--- config.mk ---
export PLATFORM = sky130hd
export DESIGN_NAME = tmr_evt_cmp
export DESIGN_NICKNAME = d
export VERILOG_FILES = /design/src/rtl/tmr_evt_pkg.sv /design/src/rtl/tmr_prescale.sv /design/src/rtl/tmr_edge_det.sv /design/src/rtl/tmr_cmp_chan.sv /design/src/rtl/tmr_evt_cmp.sv
export SDC_FILE = /design/constraint.sdc
export NUM_CORES = 1
export LEC_CHECK = 0
export BUFFER_PORTS_ARGS = -buffer_cell sky130_fd_sc_hd__buf_4
export CORE_UTILIZATION = 55
export CTS_BUF_LIST = sky130_fd_sc_hd__clkbuf_8
export DETAILED_ROUTE_END_ITERATION = 16
export GPL_TIMING_DRIVEN = 0
export PLACE_DENSITY = 0.74
export SYNTH_ARGS = -nofsm -noshare
export SYNTH_HDL_FRONTEND = slang
export SYNTH_SLANG_ARGS = --single-unit
--- constraint.sdc ---
create_clock -name clk -period 5.75 [get_ports clk]
set_input_delay 0.2875 -clock clk [delete_from_list [all_inputs] [get_ports clk]]
set_output_delay 0.2875 -clock clk [all_outputs]
set_load 0.03 [all_outputs]
--- src/rtl/tmr_evt_pkg.sv ---
package tmr_evt_pkg;

   typedef enum logic [1:0] {
      EDGE_NONE = 2'b00,
      EDGE_RISE = 2'b01,
      EDGE_FALL = 2'b10,
      EDGE_BOTH = 2'b11
   } edge_mode_e;

   localparam int unsigned A_CTRL     = 0;
   localparam int unsigned A_COUNT    = 1;
   localparam int unsigned A_CMP_BASE = 2;

   function automatic logic edge_hit(edge_mode_e m, logic rise, logic fall);
      case (m)
         EDGE_NONE: edge_hit = 1'b0;
         EDGE_RISE: edge_hit = rise;
         EDGE_FALL: edge_hit = fall;
         default:   edge_hit = rise | fall;
      endcase
   endfunction

endpackage

--- src/rtl/tmr_prescale.sv ---
module tmr_prescale #(
   parameter int PRE_W = 7,
   parameter int SEL_W = 3
) (
   input  logic             clk,
   input  logic             rst_n,
   input  logic             run,
   input  logic [SEL_W-1:0] sel,
   output logic             tick
);
   generate
      if ((2 ** SEL_W) - 1 > PRE_W) begin : g_bad
         $error("prescaler too narrow for selector range");
      end
   endgenerate

   logic [PRE_W-1:0] pre_q;
   logic [PRE_W-1:0] mask;

   always_ff @(posedge clk or negedge rst_n) begin
      if (!rst_n)    pre_q <= '0;
      else if (!run) pre_q <= '0;
      else           pre_q <= pre_q + 1'b1;
   end

   always_comb begin
      for (int i = 0; i < PRE_W; i++) mask[i] = (i < int'(sel));
   end

   assign tick = ((pre_q & mask) == mask);
endmodule

--- src/rtl/tmr_edge_det.sv ---
module tmr_edge_det
   import tmr_evt_pkg::*;
(
   input  logic       clk,
   input  logic       rst_n,
   input  logic       pin,
   input  logic [1:0] mode,
   output logic       pulse
);
   logic s1_q, s2_q, s3_q;

   always_ff @(posedge clk or negedge rst_n) begin
      if (!rst_n) begin
         s1_q <= 1'b0;
         s2_q <= 1'b0;
         s3_q <= 1'b0;
      end else begin
         s1_q <= pin;
         s2_q <= s1_q;
         s3_q <= s2_q;
      end
   end

   assign pulse = edge_hit(edge_mode_e'(mode), s2_q & ~s3_q, ~s2_q & s3_q);
endmodule

--- src/rtl/tmr_cmp_chan.sv ---
module tmr_cmp_chan #(
   parameter int CNT_W = 16
) (
   input  logic             clk,
   input  logic             rst_n,
   input  logic             run,
   input  logic             tick,
   input  logic             wrap,
   input  logic [CNT_W-1:0] cnt_nxt,
   input  logic [CNT_W-1:0] cmp_val,
   input  logic             oe,
   input  logic             dflt,
   output logic [CNT_W-1:0] shadow_q,
   output logic             irq_q,
   output logic             tout_q
);
   logic hit;
   assign hit = run & tick & (cnt_nxt == shadow_q);

   always_ff @(posedge clk or negedge rst_n) begin
      if (!rst_n) begin
         shadow_q <= '0;
         irq_q    <= 1'b0;
         tout_q   <= 1'b0;
      end else begin
         if (!run || wrap) shadow_q <= cmp_val;
         irq_q <= hit;
         if (!oe)      tout_q <= dflt;
         else if (hit) tout_q <= ~tout_q;
      end
   end
endmodule

--- src/rtl/tmr_evt_cmp.sv ---
module tmr_evt_cmp
   import tmr_evt_pkg::*;
#(
   parameter int CNT_W  = 16,
   parameter int N_CH   = 2,
   parameter int N_PIN  = 2,
   parameter int PRE_W  = 7,
   parameter int SEL_W  = 3,
   parameter int ADDR_W = 3
) (
   input  logic              clk,
   input  logic              rst_n,
   input  logic              bus_wr,
   input  logic [ADDR_W-1:0] bus_addr,
   input  logic [CNT_W-1:0]  bus_wdata,
   output logic [CNT_W-1:0]  bus_rdata,
   input  logic [N_PIN-1:0]  tin,
   output logic [N_PIN-1:0]  edge_pulse,
   output logic [N_CH-1:0]   irq,
   output logic [N_CH-1:0]   tout
);
   localparam int CTRL_W = SEL_W + 2;
   localparam int A_EDGE = A_CMP_BASE + N_CH;
   localparam int A_OUT  = A_EDGE + 1;

   generate
      if (N_CH < 1 || N_PIN < 1) begin : g_bad_cnt
         $error("need at least one channel and one pin");
      end
      if (CTRL_W > CNT_W || 2 * N_PIN > CNT_W || 2 * N_CH > CNT_W) begin : g_bad_w
         $error("register fields exceed data width");
      end
      if (2 ** ADDR_W < A_OUT + 1) begin : g_bad_a
         $error("address width too small for register map");
      end
   endgenerate

   logic [CTRL_W-1:0]           ctrl_q;
   logic [N_CH-1:0][CNT_W-1:0]  cmp_q;
   logic [N_CH-1:0][CNT_W-1:0]  shadow_q;
   logic [2*N_PIN-1:0]          edge_cfg_q;
   logic [2*N_CH-1:0]           out_cfg_q;
   logic [CNT_W-1:0]            cnt_q;
   logic [CNT_W-1:0]            cnt_nxt;
   logic                        run, use_ext, tick_int, tick, wrap;

   assign run     = ctrl_q[0];
   assign use_ext = ctrl_q[CTRL_W-1];

   always_ff @(posedge clk or negedge rst_n) begin
      if (!rst_n) begin
         ctrl_q     <= '0;
         cmp_q      <= '0;
         edge_cfg_q <= '0;
         out_cfg_q  <= '0;
      end else if (bus_wr) begin
         if (bus_addr == ADDR_W'(A_CTRL)) ctrl_q     <= bus_wdata[CTRL_W-1:0];
         if (bus_addr == ADDR_W'(A_EDGE)) edge_cfg_q <= bus_wdata[2*N_PIN-1:0];
         if (bus_addr == ADDR_W'(A_OUT))  out_cfg_q  <= bus_wdata[2*N_CH-1:0];
         for (int i = 0; i < N_CH; i++) begin
            if (bus_addr == ADDR_W'(A_CMP_BASE + i)) cmp_q[i] <= bus_wdata;
         end
      end
   end

   tmr_prescale #(.PRE_W(PRE_W), .SEL_W(SEL_W)) u_pre (
      .clk(clk), .rst_n(rst_n), .run(run),
      .sel(ctrl_q[SEL_W:1]), .tick(tick_int)
   );

   generate
      for (genvar p = 0; p < N_PIN; p++) begin : g_pin
         tmr_edge_det u_edge (
            .clk(clk), .rst_n(rst_n), .pin(tin[p]),
            .mode(edge_cfg_q[2*p +: 2]), .pulse(edge_pulse[p])
         );
      end
   endgenerate

   assign tick    = run & (use_ext ? edge_pulse[0] : tick_int);
   assign cnt_nxt = cnt_q + 1'b1;
   assign wrap    = tick & (cnt_q == '1);

   always_ff @(posedge clk or negedge rst_n) begin
      if (!rst_n)    cnt_q <= '1;
      else if (!run) cnt_q <= '1;
      else if (tick) cnt_q <= cnt_nxt;
   end

   generate
      for (genvar c = 0; c < N_CH; c++) begin : g_ch
         tmr_cmp_chan #(.CNT_W(CNT_W)) u_chan (
            .clk(clk), .rst_n(rst_n), .run(run), .tick(tick), .wrap(wrap),
            .cnt_nxt(cnt_nxt), .cmp_val(cmp_q[c]),
            .oe(out_cfg_q[2*c]), .dflt(out_cfg_q[2*c+1]),
            .shadow_q(shadow_q[c]), .irq_q(irq[c]), .tout_q(tout[c])
         );
      end
   endgenerate

   always_comb begin
      bus_rdata = '0;
      if (bus_addr == ADDR_W'(A_CTRL))  bus_rdata[CTRL_W-1:0] = ctrl_q;
      if (bus_addr == ADDR_W'(A_COUNT)) bus_rdata = run ? cnt_q : '0;
      for (int i = 0; i < N_CH; i++) begin
         if (bus_addr == ADDR_W'(A_CMP_BASE + i)) bus_rdata = cmp_q[i];
      end
      if (bus_addr == ADDR_W'(A_EDGE))  bus_rdata[2*N_PIN-1:0] = edge_cfg_q;
      if (bus_addr == ADDR_W'(A_OUT))   bus_rdata[2*N_CH-1:0]  = out_cfg_q;
   end
endmodule

Word-level counts from Yosys, hierarchy flattened. Index checks and enable logic that the tools add are counted.

Register bits: 110. Latch bits: 0. Bits in writable memories: 0. Memory bits (read-only): 0. Input bits: 24. Output and inout bits: 22. Logic and storage cells: 89. Memories kept: 0.

Add/subtract/negate cells: 2. Multiply operators: 0. Divide/modulo/power cells: 0. $lt $le $gt $ge: 7. Eq/ne operators: 16. Shift operators: 0. Mux-type cells: 17. Bitwise gates (word level): 18. Reductions and logical operators: 10.

Operators by type and width (number): $mux 16 (6); $eq 16x16->1 (2); $add 16x1->16 const B (1); $eq 16x16->1 const B (1); $reduce_and 2->1 (5); $and 1x1->1 (9); $lt 3x3->1 const A (3); $mux 4 (2); $add 7x1->7 const B (1); $and 7x7->7 (1); $eq 7x7->1 (1); $mux 7 (1); $eq 3x2->1 const B (2); $eq 3x3->1 const B (2); $lt 1x3->1 const A (2); $lt 2x3->1 const A (2); $ne 2x1->1 const B (3); $not 1->1 (6); $pmux 1 s3 (2); $mux 1 (5); $mux 5 (1); $eq 2x1->1 const B (2); $eq 2x2->1 const B (2); $logic_not 2->1 (2); other kinds (5) (6).

Depth between registers and ports, before layout. Gate-level depths: netlist (run 1).

Depth in word-level cells: 10. Mapped depth: 11. Depth with buffers taken out: 9.

Hierarchy. From an unflattened synthesis (run 1), not the netlist that was laid out.

Cells, all modules: 521. Area, all modules: 5714.2 µm².

By module, submodules not included: tmr_evt_cmp (times used 1, cells each 330, area an instance 3378.2 µm², sequential area each 1546.5 µm²); tmr_cmp_chan (times used 2, cells each 64, area an instance 848.3 µm², sequential area each 450.4 µm²); tmr_prescale (times used 1, cells each 39, area an instance 371.6 µm², sequential area each 175.2 µm²); tmr_edge_det (times used 2, cells each 12, area an instance 133.9 µm², sequential area each 75.1 µm²).

Worst setup path before layout (run 1). No wires, ideal clock.

Path type: reg-to-reg. Start point: register cnt_q[1]. End point: register g_ch[0].u_chan.tout_q. Library setup time: 0.082 ns. Data arrival time: 2.625 ns. Data required time: 5.668 ns. Slack: 3.043 ns. Cell stages (with the launch flop): 11. Buffers on the path: 2. Period minus slack after synthesis: 2.707 ns. Cells stage by stage: dfstp_2 ha_1 buf_2 nand3_1 or2_1 buf_6 or3_4 mux2i_1 nand4_1 or4b_1 a31oi_1.

Word-level cells in the longest chain between the ends: 4.

Ends and longest elaborated chain: from (decl) (RTL line tmr_evt_cmp.sv:43) `logic [CNT_W-1:0] cnt_q;`; from (signal assigned) (RTL line tmr_evt_cmp.sv:87) `else if (tick) cnt_q <= cnt_nxt;`; $add 16x1->16 (RTL line tmr_evt_cmp.sv:81) `assign cnt_nxt = cnt_q + 1'b1;`; $eq 16x16->1 (RTL line tmr_cmp_chan.sv:18) `assign hit = run & tick & (cnt_nxt == shadow_q);`; $and 1x1->1 (RTL line tmr_cmp_chan.sv:18); $ne 2x1->1 (no line); to (signal assigned) (RTL line tmr_cmp_chan.sv:28) `if (!oe) tout_q <= dflt;`; to (signal assigned) (RTL line tmr_cmp_chan.sv:29) `else if (hit) tout_q <= ~tout_q;`; to (decl) (RTL line tmr_cmp_chan.sv:15) `output logic tout_q`.

Every way passes these cells. A chain may end at the register's enable or synchronous reset.

Worst setup path after layout (run 1). Same ends and word-level chain as after synthesis.

==> summary.md, run 1 <==
| Metric | Value |
|---|---|
| Deepest clock path buffer count | 2 |
| Crit path max-delay family | simple AND/OR/NAND/NOR gates |
| Avg Inst Size Synth | 10.3 um2 |
| Post-Synthesis Cell Area | 6090 um2 |
| N_diodes | 0 |
| Critical path type | register to register |
| Outcome | complete, no violations |
| Die outline height | 107 um |
| Syn Nets | 622 |
| Die Area | 11500 um2 |
| Worst endpoint required time | 6060 ps |
| Worst Setup SP | cnt_q[1] |
| All-layer global routing usage | 28.1% |
| Global-route wire length before repair | 24100 um |
| Post-synth EDFFs | 0 |
| # rows | 38 |
| Drc violations | 0 |
| Final Max Slew Viols | 0 |
| Port Buffers | 44 |
| Vias in the first global route | 4529 |
| CTS Buf Count | 9 |
| Setup WS pre-CTS | 2390 ps |
| Crit path DAT | 3760 ps |
| RR Endpoint | g_ch[0].u_chan.tout_q |
| DR vias | 4709 |
| Synthesized-area fraction occupied by adder cells | 1.23% |
| Worst R2R Start | cnt_q[1] |
| CP peak stage delay | 760 ps |
| Hold/Removal Path Class | input pin to register |
| Max_cap viols | 0 |
| Leakage | 2.92 nW |
| Max frequency | 290 MHz |
| CTS tree | done |
| Layout cells sized above 1 | 26.4% |
| Post-DP HPWL | 11000 um |
| Syn. warnings | 0 |
| Clk slew on worst S/H paths | 100 ps |
| Root Buffer | clkbuf_8 |
| Grt ovf | 0 |
| Critical-path top delay cell | a2111oi_0 |
| WL final | 14700 um |
| Final Hold Fails | 0 |
| Cells after Synth | 592 |
| Peak supply drop | 0.257 mV |
| CORE AREA | 10800 um2 |
| Crit Path Max Fanout | 10 |
| First drt pass iteration count | 8 |
| Largest family of logic cells by synthesized area | simple AND/OR/NAND/NOR gates |
| Most used DFF post-synth | dfrtp_1 |
| Synthesized flop and latch total | 110 |
| Bufs and invs on worst path | 2 |
| Post-DRT Antenna Nets | 0 |
| Cell Count, Final, Fillers Out | 795 |
| DR WL/cell | 18.5 um |
| Reg2Reg Setup Slack | 2300 ps |
| Netlist cell types | 57 |
| Largest net degree at the start of global routing | 111 |
| Tcrit/Tclk final | 60.0% |
| Initial antenna violation count | 0 |
| CTS Sinks | 110 |
| DIE WIDTH | 107 um |
| Via density | 5.92 |
| Placed Cells | 776 |
| Setup TNS | 0 ps |
| Simple-Gate Fraction of Synth Area | 15.7% |
| Worst setup EP type | register |
| Slew HR | 18.6% |
| R2R cell count | 10 |
| Register area share after synthesis | 45.5% |
| Skew final | 10.8 ps |
| Final Wtd Congestion | 0.919 |
| CTS HTree Levels | 3 |
| Worst setup SP type | register |
| DRT iter0 DRCs | 341 |
| Post-CTS sizing | 0 |
| Clock latency on the worst-skew pair | 380 ps |
| FFs w/ async S/R, synth | 100% |
| Area grow syn2layout | 12.9% |
| CP endpoint | g_ch[0].u_chan.tout_q |
| Pwr dens | 555 nW/um2 |
| Synth Area in Compound Gates | 9.35% |
| Unrepaired setup endpoints after global routing | no |
| Mux contribution to synthesized area | 15.5% |
| Post-route setup slack | 2300 ps |
| Final setup violation count | 0 |
| Fin crit period | 3450 ps |
| XOR/XNOR Fraction of Synth Area | 8.05% |
| Nets@finish | 681 |
| Starting Density | 56.4% |
| Critical path depth in cells | 10 |
| Worst-margin pin slew | 1200 ps |
| Most used cell, CP | nand3_1 |
| Total I/O pin count | 46 |
| Crit-path cells | ha_1 > buf_2 > nand3_1 > clkbuf_1 > nand2_1 > nand3_1 > a2111oi_0 > nand4_1 > or4b_1 > a31oi_1 |
## report_power, final
group | switching, W | total (W) | internal [W]
logic | 0.00111 | 0.00203 | 0.000915
registers | 0.000240 | 0.00127 | 0.00103
clock network | 0.000263 | 0.000519 | 0.000257
## layout by cell type (no fill, tap or decap), types with 10 or more instances in the layout
| master | instances |
|---|---|
| mux2_2 | 73 |
| clkbuf_1 | 25 |
| buf_4 | 53 |
| dfrtp_1 | 94 |
| dfstp_2 | 16 |
| o21ai_0 | 24 |
| xnor2_1 | 37 |
| xor2_1 | 19 |
| clkbuf_8 | 10 |
| nand3_1 | 14 |
| nand2_1 | 56 |
| nor2_1 | 44 |
| a22oi_1 | 10 |
| inv_1 | 15 |
| a21oi_1 | 12 |
## metrics by stage
step | hold WS (ps) | total power (W) | area (um2) | util [%]
final | 139 | 0.00382 | 6880 | 63.7
after CTS | 124 | 0.00379 | 6840 | 63.3
after global placement | 342 | 0.00322 | 6600 | 61.1
after floorplan | -8.09 | 0.00276 | 6090 | -
after global routing | 127 | 0.00407 | 6880 | 63.7
after detailed placement | 343 | 0.00327 | 6600 | 61.1
## routing by layer
metal / global-route usage [%] / vias to the layer above / part of all wire [%] / wire [um]
met3: 4.19 / 30 / 6.3 / 932
met4: 11.5 / 0 / 2.7 / 395
met2: 40.1 / 166 / 44 / 6520
met5: 0 / - / 0 / 0
li1: - / 2200 / - / -
met1: 42.6 / 2313 / 47 / 6880
## cells in the mapped netlist, drive strengths merged (9+ instances only)
master | instances | area (um2)
a22oi | 10 | 75.1
nand4 | 10 | 83.8
nand3 | 14 | 70.1
nor2b | 9 | 56.3
dfrtp | 94 | 2350
nor2 | 44 | 165
nand2 | 56 | 210
clkbuf | 25 | 93.8
o21ai | 24 | 120
mux2 | 76 | 856
xor2 | 19 | 166
nor3 | 9 | 45.0
xnor2 | 37 | 324
inv | 15 | 56.3
mux2i | 9 | 90.1
a21oi | 12 | 60.1
dfstp | 16 | 420
buf | 21 | 134
## logic make-up after synthesis
family | count (synthesis)
xor+xnor | 56
mux | 85
flops | 110
buf+inv | 61
fa+ha+maj | 6
simple gates | 187
compound gates | 87
## state kept, by name (all words and copies together), names as in the netlist
name / cells
g_pin.u_edge.s2_q: 2
edge_cfg_q: 4
g_pin.u_edge.s3_q: 2
g_pin.u_edge.s1_q: 2
out_cfg_q: 4
cnt_q: 16
u_pre.pre_q: 7
g_ch.u_chan.irq_q: 2
cmp_q: 32
ctrl_q: 5
g_ch.u_chan.tout_q: 2
g_ch.u_chan.shadow_q: 32
## worst register-to-register path, cell delays in order (launching register included)
cell and delay, ps:
dfstp_2 640, ha_1 160, buf_2 200, nand3_1 180, clkbuf_1 260, nand2_1 120
nand3_1 70, a2111oi_0 760, nand4_1 250, or4b_1 550, a31oi_1 180
## timing repair
action | in CTS | in global routing
buffers inserted | 0 | 0
hold endpoints to repair | 2 | 21
hold buffers | 2 | 1
## how the worst min path moves through the flow
stage                                    start              endpoint  slack, ps  depth (start not counted)
after floorplan                          rst_n              cmp_q[0]         -8                          0
after global placement    g_pin[1].u_edge.s1_q  g_pin[1].u_edge.s2_q        340                          0
after detailed placement  g_pin[0].u_edge.s1_q  g_pin[0].u_edge.s2_q        340                          0
after CTS                        bus_wdata[15]             cmp_q[15]        120                          2
after global routing             bus_wdata[15]             cmp_q[15]        130                          2
final                            bus_wdata[15]             cmp_q[15]        140                          2
## cell type report
| class | count | area (um2) |
|---|---|---|
| Inverter | 15 | 56.3 |
| Multi-Input combinational cell | 421 | 3030 |
| Clock inverter | 5 | 82.6 |
| Tap cell | 140 | 175 |
| Timing Repair Buffer | 48 | 392 |
| Sequential cell | 110 | 2770 |
| Buffer | 46 | 228 |
| Fill cell | 858 | 3920 |
| Clock buffer | 10 | 138 |
No activity file was read; power rests on OpenSTA's default activity.
==> run 2: changes to the inputs <==
clock period = 3.3 ns   (was 5.75 ns; I/O delays follow)
==> run 2 against run 1 <==
Compared with the run above:
- power increased by 75%
- final area increased by 0.20%
- global-route usage unchanged
- worst hold slack got worse by 120 ps
- worst setup slack got worse by 2200 ps
- maximum frequency increased by 9.5%
- critical path type unchanged
- non-clock buffer count unchanged
- critical endpoint is now g_ch[1].u_chan.tout_q
==> summary.md, run 2 (synthesized netlist as in run 1, its figures left out) <==
| Metric | Value |
|---|---|
| Sw Share | 42.3% (was 42.2%) |
| # rows | 38 (unchanged) |
| DIE WIDTH | 107 um (unchanged) |
| Crit path DAT | 3470 ps (was 3760 ps) |
| DR WL/cell | 18.5 um (about the same) |
| Grt ovf | 0 (unchanged) |
| Layout cells sized above 1 | 27.0% (was 26.4%) |
| First drt pass iteration count | 5 (was 8) |
| Total I/O pin count | 46 (unchanged) |
| Area grow syn2layout | 13.1% (was 12.9%) |
| Die Area | 11500 um2 (unchanged) |
| N_diodes | 0 (unchanged) |
| Comb power frac | 53.2% (was 53.0%) |
| Commonest non-fill, non-tap cell in the layout | dfrtp_1 (unchanged) |
| DRT iter0 DRCs | 323 (was 341) |
| Top Registers | cmp_q: 32 flops, g_ch.u_chan.shadow_q: 32 flops, cnt_q: 16 flops (unchanged) |
| Final instance area | 6890 um2 (was 6880 um2) |
| Unrepaired setup endpoints after global routing | no (unchanged) |
| Port Buffers | 44 (unchanged) |
| CTS Sinks | 110 (unchanged) |
| Deepest clock path buffer count | 2 (unchanged) |
| CTS tree | done (unchanged) |
| Clock latency on the worst-skew pair | 380 ps (about the same) |
| Global-route wire length before repair | 24100 um (unchanged) |
| Peak supply drop | 0.449 mV (was 0.257 mV) |
| Critical path type | register to register (unchanged) |
| Post-DP HPWL | 11000 um (unchanged) |
| WL final | 14700 um (about the same) |
| Cell Count, Final, Fillers Out | 795 (unchanged) |
| DR vias | 4712 (was 4709) |
| Fillers | 854 (was 858) |
| All-layer global routing usage | 28.1% (unchanged) |
| Starting Density | 56.4% (unchanged) |
| Reg2Reg Setup Slack | 150 ps (was 2300 ps) |
| Largest net degree at the start of global routing | 111 (unchanged) |
| Worst endpoint required time | 3610 ps (was 6060 ps) |
| Psw | 0.00283 W (was 0.00161 W) |
| Max frequency | 317 MHz (was 290 MHz) |
| Final Max Slew Viols | 0 (unchanged) |
| Internal Power | 0.00386 W (was 0.00221 W) |
| Post-DRT Antenna Nets | 0 (unchanged) |
| Via density | 5.93 (was 5.92) |
| Outcome | complete, no violations (unchanged) |
| Clk slew on worst S/H paths | 100 ps (about the same) |
| CTS HTree Levels | 3 (unchanged) |
| Worst setup SP type | register (unchanged) |
| Worst-margin pin slew | 1210 ps (was 1200 ps) |
| Hold-critical path depth | 2 (unchanged) |
| Final setup violation count | 0 (unchanged) |
| Flop pwr share | 33.2% (was 33.4%) |
| Crit Path Max Fanout | 10 (unchanged) |
| DP Area | 6600 um2 (unchanged) |
| Worst Setup SP | cnt_q[1] (unchanged) |
| Worst R2R Start | cnt_q[1] (unchanged) |
| Hold endpoint | cmp_q[15] (unchanged) |
| Final Hold Fails | 0 (unchanged) |
| Root Buffer | clkbuf_8 (unchanged) |
| Max_cap viols | 0 (unchanged) |
| Worst Hold Launch | bus_wdata[15] (unchanged) |
| Drc violations | 0 (unchanged) |
| Nets@finish | 681 (unchanged) |
| Hold/Removal Path Class | input pin to register (unchanged) |
| Pwr dens | 970 nW/um2 (was 555 nW/um2) |
| Slew HR | 18.5% (was 18.6%) |
| R2R cell count | 9 (was 10) |
| Tcrit/Tclk final | 95.6% (was 60.0%) |
| Die outline height | 107 um (unchanged) |
| CTS Buf Count | 9 (unchanged) |
| Initial antenna violation count | 0 (unchanged) |
| RR Endpoint | g_ch[1].u_chan.tout_q (was g_ch[0].u_chan.tout_q) |
| Most frequent cells in the layout | dfrtp_1 (94), mux2_2 (73), nand2_1 (56), buf_4 (53), nor2_1 (44) (unchanged) |
| Final Wtd Congestion | 0.919 (unchanged) |
| Clock power share | 13.6% (about the same) |
| Skew final | 11.3 ps (was 10.8 ps) |
| Vias in the first global route | 4529 (unchanged) |
| Leakage | 2.93 nW (was 2.92 nW) |
| Worst setup EP type | register (unchanged) |
| Placed Cells | 776 (unchanged) |
| CORE AREA | 10800 um2 (unchanged) |
| Fin crit period | 3150 ps (was 3450 ps) |
-- run 2: final cells by class --
cell class / instances / area (um2) / area share (%)
plain buffers: 46 / 230 / 3.34
clock buffers: 10 / 138 / 2.00
clock inverters: 5 / 82.6 / 1.20
inverters: 15 / 56.3 / 0.817
multi-input cells: 421 / 3050 / 44.2
flip-flops and latches: 110 / 2770 / 40.2
well taps: 140 / 175 / 2.54
repair buffers: 48 / 392 / 5.68
-- run 2: worst max path at each step --
stage	to	slack (ps)	cells after the start
2_1_floorplan	g_ch[0].u_chan.tout_q	590	10
3_3_place_gp	g_ch[0].u_chan.tout_q	-90	10
3_5_place_dp	g_ch[0].u_chan.tout_q	-60	10
4_1_cts	g_ch[0].u_chan.tout_q	40	10
5_1_grt	g_ch[1].u_chan.tout_q	20	9
6_report	g_ch[1].u_chan.tout_q	150	9
-- run 2: timing repair --
item / CTS / global route
buffers inserted: 0 / 0
hold buffers: 2 / 1
resized for setup: 1 / 6
cloned: 0 / 0
hold endpoints to repair: 2 / 28
setup endpoints to repair: 1 / 20
-- run 2: per-stage QoR --
stage	hold slack, ps	utilization, %	setup slack (ps)	total power [W]	TNS (ps)
final	18.2	63.9	146	0.00668	0
after global routing	4.68	63.9	21.7	0.00711	0
after CTS	1.82	63.4	44.4	0.00662	0
after detailed placement	276	61.1	-59.9	0.00570	-59.9
after global placement	276	61.1	-90.8	0.00561	-90.8
after floorplan	-131	-	593	0.00481	0
-- run 2: routing by layer --
metal	global-route usage, %	vias to the layer above	wire, um
met5	0	-	0
met4	11.5	0	399
met1	42.6	2338	6970
li1	-	2196	-
met3	4.19	31	808
met2	40.1	147	6550
-- run 2: critical path, stage by stage (launching register included) --
cell and delay (ps):
dfstp_2 630, ha_1 160, buf_2 200, nand3_1 180, clkbuf_1 260, or3_1 480
xnor2_1 280, o2111ai_1 220, or4_1 510, a31oi_1 170
-- run 2: power by group through the flow --
stage          clock (W)  sequential (W)  combinational (W)
2_1_floorplan          0         0.00207            0.00274
3_3_place_gp           0         0.00221            0.00341
3_5_place_dp           0         0.00223            0.00347
4_1_cts         0.000919         0.00221            0.00349
5_1_grt         0.000973         0.00227            0.00387
6_report        0.000906         0.00222            0.00356
==> run 3: changes to the inputs <==
GPL_TIMING_DRIVEN = 1   (was 0)
HOLD_SLACK_MARGIN = 0.03   (was unset)
==> run 3 against run 2 <==
Compared with the run above:
- combinational power fell by 7.6%
- final area decreased by 1.5%
- clock skew up 4.1 ps
- count of clock-buffer cells in the layout decreased by 1
- sequential share of layout area up 0.61 points
- sequential power rose by 8%
- utilization fell by 0.95 points
- non-clock buffer count decreased by 26
==> summary.md, run 3 (synthesized netlist as in run 1, its figures left out) <==
| Metric | Value |
|---|---|
| Vias in the first global route | 4473 (was 4529) |
| Crit path DAT | 3380 ps (was 3470 ps) |
| Layout cells sized above 1 | 26.0% (was 27.0%) |
| Final Wtd Congestion | 0.896 (was 0.919) |
| DR WL/cell | 19.8 um (was 18.5 um) |
| CP peak stage delay | 670 ps (was 630 ps) |
| Area grow syn2layout | 11.5% (was 13.1%) |
| Worst setup SP type | register (unchanged) |
| Max_cap viols | 0 (unchanged) |
| Crit Path Max Fanout | 12 (was 10) |
| Unrepaired setup endpoints after global routing | no (unchanged) |
| Post-DP HPWL | 10600 um (was 11000 um) |
| CTS Sinks | 110 (unchanged) |
| Worst-margin pin slew | 1210 ps (about the same) |
| Clk slew on worst S/H paths | 110 ps (was 100 ps) |
| Post-DRT Antenna Nets | 0 (unchanged) |
| WL final | 15200 um (was 14700 um) |
| Port Buffers | 45 (was 44) |
| Pwr dens | 951 nW/um2 (was 970 nW/um2) |
| Starting Density | 56.4% (unchanged) |
| Initial antenna violation count | 0 (unchanged) |
| Outcome | complete, no violations (unchanged) |
| Post-route setup slack | 247 ps (was 146 ps) |
| All-layer global routing usage | 28.5% (was 28.1%) |
| CTS tree | done (unchanged) |
| Crit-path cells | ha_1 > nand3_2 > or2_1 > or3_4 > mux2i_1 > nand4_1 > or4b_1 > a31oi_1 (was ha_1 > buf_2 > nand3_1 > clkbuf_1 > or3_1 > xnor2_1 > o2111ai_1 > or4_1 > a31oi_1) |
| Fin crit period | 3050 ps (was 3150 ps) |
| Die Area | 11500 um2 (unchanged) |
| Grt ovf | 0 (unchanged) |
| Root Buffer | clkbuf_8 (unchanged) |
| Via density | 6.02 (was 5.93) |
| Reg2Reg Setup Slack | 250 ps (was 150 ps) |
| Die outline height | 107 um (unchanged) |
| CTS HTree Levels | 3 (unchanged) |
| Final Max Slew Viols | 0 (unchanged) |
| Max frequency | 328 MHz (was 317 MHz) |
| Hold/Removal Path Class | input pin to register (unchanged) |
| Drc violations | 0 (unchanged) |
| First drt pass iteration count | 5 (unchanged) |
| Total I/O pin count | 46 (unchanged) |
| Setup Buffers After CTS | 0 (unchanged) |
| # rows | 38 (unchanged) |
| Most frequent cells in the layout | dfrtp_1 (94), mux2_2 (73), nand2_1 (56), buf_4 (52), nor2_1 (44) (was dfrtp_1 (94), mux2_2 (73), nand2_1 (56), buf_4 (53), nor2_1 (44)) |
| Leakage | 2.87 nW (was 2.93 nW) |
| Worst endpoint required time | 3630 ps (was 3610 ps) |
| Final Hold Fails | 0 (unchanged) |
| Nets@finish | 655 (was 681) |
| Top Registers | cmp_q: 32 flops, g_ch.u_chan.shadow_q: 32 flops, cnt_q: 16 flops (unchanged) |
| Global-route wire length before repair | 24400 um (was 24100 um) |
| Tcrit/Tclk final | 92.5% (was 95.6%) |
| Worst setup EP type | register (unchanged) |
| Final core utilization | 62.9% (was 63.9%) |
| Critical-path top delay cell | dfstp_2 (unchanged) |
| N_diodes | 0 (unchanged) |
| Setup WS pre-CTS | 140 ps (was -59.9 ps) |
| Skew final | 15.4 ps (was 11.3 ps) |
| Largest net degree at the start of global routing | 42 (was 111) |
| CTS Buf Count | 9 (unchanged) |
| Setup TNS | 0 ps (unchanged) |
| DR vias | 4633 (was 4712) |
| Commonest non-fill, non-tap cell in the layout | dfrtp_1 (unchanged) |
| CORE AREA | 10800 um2 (unchanged) |
| DIE WIDTH | 107 um (unchanged) |
| DRT iter0 DRCs | 307 (was 323) |
| Critical path type | register to register (unchanged) |
| Peak supply drop | 0.491 mV (was 0.449 mV) |
| Final setup violation count | 0 (unchanged) |
| Deepest clock path buffer count | 2 (unchanged) |
| Slew HR | 17.9% (was 18.5%) |
| Clock latency on the worst-skew pair | 400 ps (was 380 ps) |
-- run 3: report_power, final --
part | total [W] | internal [W] | leakage (nW) | switching [W]
combinational | 0.00329 | 0.00153 | 1.48 | 0.00175
clock | 0.000772 | 0.000277 | 0.0846 | 0.000495
sequential | 0.00240 | 0.00181 | 1.31 | 0.000586
-- run 3: worst max-delay path: cells and delay by family (launching register included) --
family / cells / cell delay (ps)
and+or+nand+nor: 5 / 1750
DFF: 1 / 670
adders and majority gates: 1 / 220
AOI/OAI and AO/OA: 1 / 190
muxes: 1 / 150
-- run 3: metrics by stage --
step	power, W	hold slack [ps]	instance area, um2	std cells
after floorplan	0.00481	-131	6090	592
after global placement	0.00560	175	6450	738
after detailed placement	0.00564	184	6450	738
after CTS	0.00643	31.3	6780	770
after global routing	0.00689	39.1	6790	770
final	0.00646	40.7	6790	770
-- run 3: worst paths after layout --
kind | start | depth (start not counted) | end
max in group asynchronous | rst_n | 3 | cnt_q[12]
max reg2reg | cnt_q[0] | 8 | g_ch[0].u_chan.tout_q
min in group asynchronous | rst_n | 2 | g_ch[0].u_chan.shadow_q[7]
max | cnt_q[0] | 8 | g_ch[0].u_chan.tout_q
min | bus_wdata[2] | 2 | out_cfg_q[2]
min reg2reg | g_pin[0].u_edge.s1_q | 0 | g_pin[0].u_edge.s2_q
-- run 3: area by class of cell --
cell class	instances	area, um2
fillers	881	4000
repair buffers	68	551
clock buffers	9	124
multi-input cells	421	3060
well taps	140	175
flip-flops and latches	110	2770
clock inverters	7	51.3
inverters	15	56.3
-- run 3: routing by layer --
metal / global-route usage, % / part of all wire (%) / vias up
li1: - / - / 2146
met1: 42.4 / 48 / 2321
met2: 42.0 / 45 / 149
met3: 4.50 / 5.3 / 17
met4: 9.88 / 1.7 / 0
met5: 0 / 0 / -
-- run 3: what timing repair did --
item	CTS	global route
gates resized for setup	0	1
hold buffers	16	0
endpoints found under the hold margin	54	0
setup endpoints to repair	0	1
